File: src/rtl/dafilt_pkg.sv
package dafilt_pkg;

  localparam int unsigned ADDR_BYTES = 6;
  localparam int unsigned BYTE_W     = 8;
  localparam int unsigned ADDR_W     = ADDR_BYTES * BYTE_W;
  localparam int unsigned CRC_W      = 32;
  localparam int unsigned HASH_IDX_W = 6;
  localparam int unsigned HASH_SIZE  = 1 << HASH_IDX_W;
  localparam logic [CRC_W-1:0] CRC_POLY = 32'h04C11DB7;
  localparam logic [CRC_W-1:0] CRC_INIT = '1;

  typedef struct packed {
    logic bcast_reject;
    logic promisc;
    logic hash_all;
  } filt_mode_t;

  // One byte through the CRC register, data bit 0 first.
  function automatic logic [CRC_W-1:0] crc_step_byte(input logic [CRC_W-1:0] crc_in,
                                                     input logic [BYTE_W-1:0] d);
    logic [CRC_W-1:0] c;
    logic fb;
    c = crc_in;
    for (int i = 0; i < BYTE_W; i++) begin
      fb = c[CRC_W-1] ^ d[i];
      c  = {c[CRC_W-2:0], 1'b0} ^ (fb ? CRC_POLY : '0);
    end
    return c;
  endfunction

  function automatic logic [HASH_IDX_W-1:0] hash_index(input logic [CRC_W-1:0] crc);
    return crc[CRC_W-1 -: HASH_IDX_W];
  endfunction

endpackage

File: src/rtl/dafilt_collect.sv
module dafilt_collect #(
  parameter int unsigned N_BYTES = 6,
  parameter int unsigned B_W     = 8
) (
  input  logic                   clk,
  input  logic                   rst_n,
  input  logic                   in_valid,
  input  logic                   in_sof,
  input  logic                   in_last,
  input  logic [B_W-1:0]         in_data,
  output logic                   take,
  output logic                   decide,
  output logic                   short_frame,
  output logic [N_BYTES*B_W-1:0] addr_full
);
  localparam int unsigned CNT_W = $clog2(N_BYTES + 1);
  localparam logic [CNT_W-1:0] LAST_POS = CNT_W'(N_BYTES - 1);

  logic             open_q;
  logic [CNT_W-1:0] cnt_q;
  logic [CNT_W-1:0] pos;

  assign pos         = in_sof ? '0 : cnt_q;
  assign take        = in_valid && (in_sof || open_q);
  assign decide      = take && ((pos == LAST_POS) || in_last);
  assign short_frame = pos < LAST_POS;

  always_ff @(posedge clk) begin
    if (!rst_n) begin
      open_q <= 1'b0;
      cnt_q  <= '0;
    end else if (take) begin
      open_q <= !decide;
      cnt_q  <= pos + 1'b1;
    end
  end

  for (genvar g = 0; g < N_BYTES; g++) begin : g_byte
    logic [B_W-1:0] byte_q;
    logic           hit;
    assign hit = take && (pos == CNT_W'(g));
    always_ff @(posedge clk) begin
      if (!rst_n)   byte_q <= '0;
      else if (hit) byte_q <= in_data;
    end
    assign addr_full[(N_BYTES-1-g)*B_W +: B_W] = hit ? in_data : byte_q;
  end

endmodule

File: src/rtl/dafilt_crc.sv
module dafilt_crc
  import dafilt_pkg::*;
(
  input  logic              clk,
  input  logic              rst_n,
  input  logic              take,
  input  logic              restart,
  input  logic [BYTE_W-1:0] data,
  output logic [CRC_W-1:0]  crc_next
);
  logic [CRC_W-1:0] crc_q;
  logic [CRC_W-1:0] crc_base;

  assign crc_base = restart ? CRC_INIT : crc_q;
  assign crc_next = take ? crc_step_byte(crc_base, data) : crc_q;

  always_ff @(posedge clk) begin
    if (!rst_n)    crc_q <= CRC_INIT;
    else if (take) crc_q <= crc_next;
  end

endmodule

File: src/rtl/dafilt_classify.sv
module dafilt_classify
  import dafilt_pkg::*;
(
  input  logic [ADDR_W-1:0] addr,
  input  logic [CRC_W-1:0]  crc,
  input  logic              short_frame,
  input  filt_mode_t        mode,
  input  logic [15:0]       stn_hi,
  input  logic [31:0]       stn_lo,
  input  logic [31:0]       hash_lo,
  input  logic [31:0]       hash_hi,
  output logic              is_bcast,
  output logic              hash_path,
  output logic              hash_hit,
  output logic              exact_hit,
  output logic              miss,
  output logic              accept
);
  logic [HASH_SIZE-1:0]  table_bits;
  logic [HASH_IDX_W-1:0] idx;

  assign table_bits = {hash_hi, hash_lo};
  assign idx        = hash_index(crc);
  assign is_bcast   = &addr;
  assign hash_path  = addr[ADDR_W-BYTE_W] || mode.hash_all;
  assign hash_hit   = table_bits[idx];
  assign exact_hit  = addr == {stn_hi, stn_lo};

  always_comb begin
    if (short_frame)    miss = 1'b1;
    else if (is_bcast)  miss = mode.bcast_reject;
    else if (hash_path) miss = !hash_hit;
    else                miss = !exact_hit;
  end

  assign accept = !miss || mode.promisc;

endmodule

File: src/rtl/dafilt_top.sv
module dafilt_top
  import dafilt_pkg::*;
(
  input  logic        clk,
  input  logic        rst_n,
  input  logic        in_valid,
  input  logic        in_sof,
  input  logic        in_last,
  input  logic [7:0]  in_data,
  input  logic        mode_bcast_reject,
  input  logic        mode_promisc,
  input  logic        mode_hash_all,
  input  logic [15:0] stn_hi,
  input  logic [31:0] stn_lo,
  input  logic [31:0] hash_lo,
  input  logic [31:0] hash_hi,
  output logic        dec_valid,
  output logic        dec_accept,
  output logic        dec_miss
);
  filt_mode_t        mode;
  logic              take_w;
  logic              decide_w;
  logic              short_w;
  logic [ADDR_W-1:0] addr_w;
  logic [CRC_W-1:0]  crc_w;
  logic              bcast_w;
  logic              hash_path_w;
  logic              hash_hit_w;
  logic              exact_hit_w;
  logic              miss_w;
  logic              accept_w;

  assign mode = '{bcast_reject: mode_bcast_reject, promisc: mode_promisc,
                  hash_all: mode_hash_all};

  dafilt_collect #(.N_BYTES(ADDR_BYTES), .B_W(BYTE_W)) u_collect (
    .clk(clk), .rst_n(rst_n), .in_valid(in_valid), .in_sof(in_sof),
    .in_last(in_last), .in_data(in_data), .take(take_w), .decide(decide_w),
    .short_frame(short_w), .addr_full(addr_w)
  );

  dafilt_crc u_crc (
    .clk(clk), .rst_n(rst_n), .take(take_w), .restart(in_sof),
    .data(in_data), .crc_next(crc_w)
  );

  dafilt_classify u_cls (
    .addr(addr_w), .crc(crc_w), .short_frame(short_w), .mode(mode),
    .stn_hi(stn_hi), .stn_lo(stn_lo), .hash_lo(hash_lo), .hash_hi(hash_hi),
    .is_bcast(bcast_w), .hash_path(hash_path_w), .hash_hit(hash_hit_w),
    .exact_hit(exact_hit_w), .miss(miss_w), .accept(accept_w)
  );

  always_ff @(posedge clk) begin
    if (!rst_n) begin
      dec_valid  <= 1'b0;
      dec_accept <= 1'b0;
      dec_miss   <= 1'b0;
    end else begin
      dec_valid  <= decide_w;
      dec_accept <= decide_w && accept_w;
      dec_miss   <= decide_w && miss_w;
    end
  end

endmodule

File: config.mk
export PLATFORM = sky130hd
export DESIGN_NAME = dafilt_top
export DESIGN_NICKNAME = d
export VERILOG_FILES = /design/src/rtl/dafilt_pkg.sv /design/src/rtl/dafilt_collect.sv /design/src/rtl/dafilt_crc.sv /design/src/rtl/dafilt_classify.sv /design/src/rtl/dafilt_top.sv
export SDC_FILE = /design/constraint.sdc
export NUM_CORES = 1
export LEC_CHECK = 0
export ABC_AREA = 1
export BUFFER_PORTS_ARGS = -buffer_cell sky130_fd_sc_hd__buf_2
export CAP_MARGIN = 20
export CORE_AREA = 2 2 102 104
export CTS_CLUSTER_SIZE = 25
export DETAILED_ROUTE_END_ITERATION = 10
export DIE_AREA = 0 0 104 106
export GPL_ROUTABILITY_DRIVEN = 0
export PLACE_DENSITY = 0.87
export SYNTH_ARGS = -nofsm -noshare
export SYNTH_HDL_FRONTEND = slang
export SYNTH_SLANG_ARGS = --single-unit
File: constraint.sdc
create_clock -name clk -period 4 [get_ports clk]
set_clock_uncertainty 0.2 [all_clocks]
set_input_delay 0.2 -clock clk [delete_from_list [all_inputs] [get_ports clk]]
set_output_delay 0.2 -clock clk [all_outputs]
set_load 0.01 [all_outputs]
== Word-level counts from Yosys, hierarchy flattened ==
Index checks and enable logic that the tools add are counted.
Widths: inputs -> output; s select.

* Output and inout port bits: 3
* Bits in registers: 87
* Word-level logic and storage cells: 79
* Input bits: 128

* Reduce and logical (&&, ||, !) cells: 20
* Add/subtract/negate cells: 1
* Bitwise logic cells: 16
* Multiplexer cells: 22
* Equality and inequality tests: 6
* Magnitude comparators: 2

{| class="wikitable"
|+ Operators with widths
! operator !! number
|-
| $xor 32x32->32 || 8
|-
| $mux 27 || 8
|-
| $mux 32 || 2
|-
| $eq 48x48->1 || 1
|-
| $mux 8 || 6
|-
| $reduce_and 48->1 || 1
|-
| $logic_and 1x1->1 || 10
|-
| $xor 1x1->1 || 8
|-
| $lt 6x7->1 const B || 1
|-
| $bmux 1 s6 || 1
|-
| $eq 3x2->1 const B || 2
|-
| $eq 3x3->1 const B || 2
|-
| $logic_not 1->1 || 4
|-
| $logic_or 1x1->1 || 4
|-
| $mux 1 || 4
|-
| $add 3x1->3 const B || 1
|-
| $eq 3x1->1 const B || 1
|-
| $logic_not 3->1 || 1
|-
| $lt 3x3->1 const B || 1
|-
| $mux 3 || 1
|}

== Longest topological paths before layout ==
* Depth in word-level cells: 35
* Mapped depth: 22
* Gate-level depth less buffers: 20

== Hierarchy ==
From an unflattened synthesis, not the netlist that was laid out.

* Cells, all modules: 1106
* Area, all modules: 6876.6 µm²

{| class="wikitable"
|+ By module, submodules not included
! module !! area an instance (µm²) !! cells an instance !! times used !! sequential area each (µm²)
|-
| dafilt_crc || 2688.8 || 414 || 1 || 640.6
|-
| dafilt_collect || 2583.7 || 406 || 1 || 1041.0
|-
| dafilt_classify || 1521.5 || 277 || 1 || 0.0
|-
| dafilt_top || 82.6 || 9 || 1 || 60.1
|}

== Worst setup path after synthesis ==
OpenSTA, ideal clock, no wires.

* Path kind: register -> register
* Start point: reg u_crc.crc_q[31]
* End point: reg dec_accept
* Data required time: 3686 ps
* Path slack: 1621 ps
* Arrival time: 2065 ps
* Cell stages (with the launch flop): 20
* Path buffers: 1
* Library setup time: 114 ps
* Cells stage by stage: dfxtp_1 nor2_1 nand2_1 nand2_2 nor2_1 nor2_4 nand3_1 nand2_2 nand2_1 nand2_2 buf_4 nand3_1 nand3_1 nand3_1 nand3_1 nand3_1 nand3_1 nand2_1 nand2_1 a21oi_2

* Cells in the longest elaborated chain, start to end: 23

{| class="wikitable"
|+ Ends and longest elaborated chain
! element !! line !! source
|-
| from (decl) || dafilt_crc.sv:11 || <nowiki>logic [CRC_W-1:0] crc_q;</nowiki>
|-
| from (signal assigned) || dafilt_crc.sv:19 || <nowiki>else if (take) crc_q <= crc_next;</nowiki>
|-
| $mux 32 || dafilt_crc.sv:14 || <nowiki>assign crc_base = restart ? CRC_INIT : crc_q;</nowiki>
|-
| $xor 1x1->1 || dafilt_pkg.sv:25 || <nowiki>fb = c[CRC_W-1] ^ d[i];</nowiki>
|-
| $mux 27 || dafilt_pkg.sv:26 || <nowiki>c = {c[CRC_W-2:0], 1'b0} ^ (fb ? CRC_POLY : '0);</nowiki>
|-
| $xor 32x32->32 (6 in series) || dafilt_pkg.sv:26 ||
|-
| $xor 1x1->1 || dafilt_pkg.sv:25 ||
|-
| $mux 27 || dafilt_pkg.sv:26 ||
|-
| $xor 32x32->32 (2 in series) || dafilt_pkg.sv:26 ||
|-
| $mux 32 (*) || dafilt_crc.sv:15 || <nowiki>assign crc_next = take ? crc_step_byte(crc_base, data) : crc_q;</nowiki>
|-
| $bmux 1 s6 (*) || dafilt_classify.sv:26 || <nowiki>assign hash_hit = table_bits[idx];</nowiki>
|-
| $mux 1 (implied by the code) (*) || dafilt_classify.sv:26 ||
|-
| $logic_not 1->1 (*) || dafilt_classify.sv:32 || <nowiki>else if (hash_path) miss = !hash_hit;</nowiki>
|-
| $mux 1 (*) || dafilt_classify.sv:32 ||
|-
| $mux 1 (*) || dafilt_classify.sv:31 || <nowiki>else if (is_bcast) miss = mode.bcast_reject;</nowiki>
|-
| $mux 1 (*) || dafilt_classify.sv:30 || <nowiki>if (short_frame) miss = 1'b1;</nowiki>
|-
| $logic_not 1->1 (*) || dafilt_classify.sv:36 || <nowiki>assign accept = !miss || mode.promisc;</nowiki>
|-
| $logic_or 1x1->1 (*) || dafilt_classify.sv:36 ||
|-
| $logic_and 1x1->1 (*) || dafilt_top.sv:62 || <nowiki>dec_accept <= decide_w && accept_w;</nowiki>
|-
| to (signal assigned) || dafilt_top.sv:62 ||
|-
| to (decl) || dafilt_top.sv:18 || <nowiki>output logic dec_accept,</nowiki>
|}

Mark *: on every way between the ends. The rest lies on a longest branch, timed or not. The select of a mux whose other input is x is not followed.
A chain may end at the register's enable or synchronous reset.

== Worst setup path in the final report ==
* Start point: reg u_collect.open_q
* End point: reg dec_accept

* Cells in the longest elaborated chain, start to end: 12

{| class="wikitable"
|+ Ends and longest elaborated chain
! element !! line !! source
|-
| from (decl) || dafilt_collect.sv:19 || <nowiki>logic open_q;</nowiki>
|-
| from (signal assigned) || dafilt_collect.sv:33 || <nowiki>open_q <= !decide;</nowiki>
|-
| $logic_or 1x1->1 (*) || dafilt_collect.sv:24 || <nowiki>assign take = in_valid && (in_sof || open_q);</nowiki>
|-
| $logic_and 1x1->1 (*) || dafilt_collect.sv:24 ||
|-
| $mux 32 / $logic_and 1x1->1 (equally long branches) || dafilt_crc.sv:15, dafilt_collect.sv:41 ||
|-
| $bmux 1 s6 / $mux 8 (equally long branches) || dafilt_classify.sv:26, dafilt_collect.sv:46 ||
|-
| $mux 1 (implied by the code) / $eq 48x48->1 (equally long branches) || dafilt_classify.sv:26, dafilt_classify.sv:27 ||
|-
| $logic_not 1->1 (on tied branches) || dafilt_classify.sv:32, dafilt_classify.sv:33 ||
|-
| $mux 1 || dafilt_classify.sv:32 ||
|-
| $mux 1 || dafilt_classify.sv:31 ||
|-
| $mux 1 || dafilt_classify.sv:30 ||
|-
| $logic_not 1->1 || dafilt_classify.sv:36 ||
|-
| $logic_or 1x1->1 || dafilt_classify.sv:36 ||
|-
| $logic_and 1x1->1 (*) || dafilt_top.sv:62 ||
|}

Marks and branches as above.

==> metrics <==
status complete, no violations; PortBufs 130; Fill cells around 940; Via density 5.64; Post-DP Area 6370 µm²; Register Area 1740 µm²; most frequent cells in the layout nand2_1, buf_2, nor2_1; All-Layer GR Usage 30.4%; fin worst setup slack 0.412 ns; clock network fraction of total power 27.6%; Starting DRT DRC Count approximately 570; final hold vios 0; CTS tree built; Clock Latency Late Sink 0.39 ns; worst hold path type in2reg; DRT Wirelength 17100 µm; Net Count, Synth 978; NetSw 835 µW; Sinks on Clock Net 87; most common cell after layout, fill and taps aside nand2_1; DRC Markers 0; LEAKAGE between 0.002 and 0.003 µW; via count 6225; Syn Inst Count 850; fin. max-slew vios 0; first-pass GRT wire length ~27000 µm; Synth cell types 40; sequential share of power between 40% and 50%; final core utilization 66.1%; # nets final 1091; worst-margin pin slew 1.04 ns; Net Sw Frac 36.8%; Max H-tree Level 3; Layout area overhead 15.8%; initial antenna violation count 0; DP HPWL 12500 µm; RSZ-0062 raised after global routing no; Crit path required time 4.12 ns; minimum clock period between 3 and 4 ns; Die ar. between 10000 and 15000 µm²; Die H 106 µm; Rows 37; Startpoint Class flip-flop; Pwr Density ~340 nW/µm²; relative slew slack 30.7%; Peak Freq 279 MHz; Antenna Nets Post-Route 0; sequential share of the synthesized area 30.5%; VDD IR max 183 µV; layout cells sized above 1 around a fifth; largest net degree at the start of global routing 60; wire per inst between 15 and 20 µm; Placement Setup Slack 0.731 ns; internal power approximately 1400 µW; combinational power share 31.0%; top cell type's share of synthesized area 30.5%; die width 104 µm; synth top area cells dfxtp_1, nand2_1, nor2_1; Netlist Area Pre-Place ~5700 µm²; Initial Util 57.1%; I/O pin total between 100 and 150; number of diodes 0; Ys Warns 0; Clock transition at path regs 0.09 ns; total negative slack 0 ns; max cap viols 0; Setup violations, final 0; clk buf depth 2; Core ar. 10000 µm²; number of global-route vias before repair 5699; drt pass-1 iters 5; #FFs+latches synth 87; critical path arrival 3.71 ns; Worst Setup End Kind flip-flop; fin crit share 89.7%; Mapped Avg Cell Area 6.72 µm²; gr ovfl total 0; final hold slack 0.0578 ns; CTS buffer count 9; Yosys top cell by area dfxtp_1; final instance area about 6600 µm²; CP Max Fanout 16; area of the multi-input gates 3460 µm²; Root Buffer clkbuf_8; Crit Path Category reg2reg
-- Yosys cell counts --
library cell and instances:
o221ai_1 1, nor4_1 13, nand3_2 2, a21oi_1 50, dfxtp_1 87, inv_2 5, o211a_1 1, nor2_1 123
o2bb2ai_1 2, nand2_2 11, clkbuf_1 20, nand2_1 150, a211oi_1 2, buf_2 10, a31oi_1 1, nand4_1 39
inv_1 70, a22o_1 1, nand2_4 1, buf_4 6, xnor2_1 28, o21ai_0 50, or2_2 4, xor2_2 3
nor4_2 1, xor2_1 40, o21ai_1 16, o21a_1 3, nor2_2 1, nor3_1 4, o22ai_1 7, nand3_1 75
o211ai_1 1, nand3_4 2, o2111ai_1 1, nor2_4 3, a21oi_4 3, a21oi_2 7, xnor2_2 1, buf_6 5
-- power groups by stage --
stage               Combinational (µW)  Sequential [µW]  Clock, µW
floorplan                          506              948          0
global placement                   670              954          0
detailed placement                 681              956          0
CTS                                688              936        621
global route                       771              941        660
finish                             703              937        626
-- cell families after synthesis --
kind of cell	after synthesis	share of synthesized area (%)
AND/OR/NAND/NOR	429	34.3
buffers and inverters	116	8.90
XOR/XNOR	72	11.6
AO/OA/AOI/OAI	146	14.7
flip-flops	87	30.5
-- timing repair --
| item | in CTS | in global routing |
|---|---|---|
| endpoints found under the setup margin | 0 | 1 |
| hold buffers | 4 | 0 |
| gates resized for setup | 0 | 4 |
| endpoints found under the hold margin | 9 | 0 |
| setup buffers | 0 | 0 |
-- state kept, by name, indices dropped and copies added, names as in the netlist --
signal                   flops
dec_accept                   1
dec_miss                     1
dec_valid                    1
u_collect.cnt_q              3
u_collect.g_byte.byte_q     48
u_collect.open_q             1
u_crc.crc_q                 32
-- worst paths after layout --
check | cells after the start | end | startpoint | slack (ns)
worst min-delay path | 3 | dec_valid | in_last | 0.06
worst max register to register | 15 | dec_accept | u_collect.open_q | 0.41
worst min register to register | 2 | u_crc.crc_q[22] | u_crc.crc_q[22] | 0.28
worst max-delay path | 15 | dec_accept | u_collect.open_q | 0.41
-- layout make-up --
cell class / instances / share of cell area, %
Inverter: 75 / 4.30
Tap cell: 136 / 2.57
Clock buffer: 10 / 2.08
Timing Repair Buffer: 143 / 11.5
Multi-Input combinational cell: 647 / 52.3
Sequential cell: 87 / 26.4
Clock inverter: 6 / 0.871
-- per-layer routing --
metal,track usage [%],wire (µm),vias to the layer above
li1,-,-,3025
met1,36.9,6880,2850
met2,52.3,8290,299
met3,7.17,1410,51
met4,11.8,559,0
met5,0,0,-
-- per-stage QoR --
stage,power [µW],std cells
floorplan,1450,850
global placement,1620,1084
detailed placement,1640,1084
CTS,2240,1104
global route,2370,1104
finish,2270,1104
-- worst max-delay path: stages (launching register included) --
cell and delay, ns:
dfxtp_1 0.34, o21a_2 0.34, buf_4 0.28, nand3_4 0.19
a21oi_2 0.38, nand2_1 0.21, a21oi_1 0.20, o2111ai_1 0.14
nor2_1 0.11, nand3_1 0.14, nor2_1 0.13, nor2_1 0.06
nand2_1 0.08, nand2_1 0.06, a21oi_2 0.12, dlygate4sd3_1 0.55
Power figures use the tool's default switching activity.
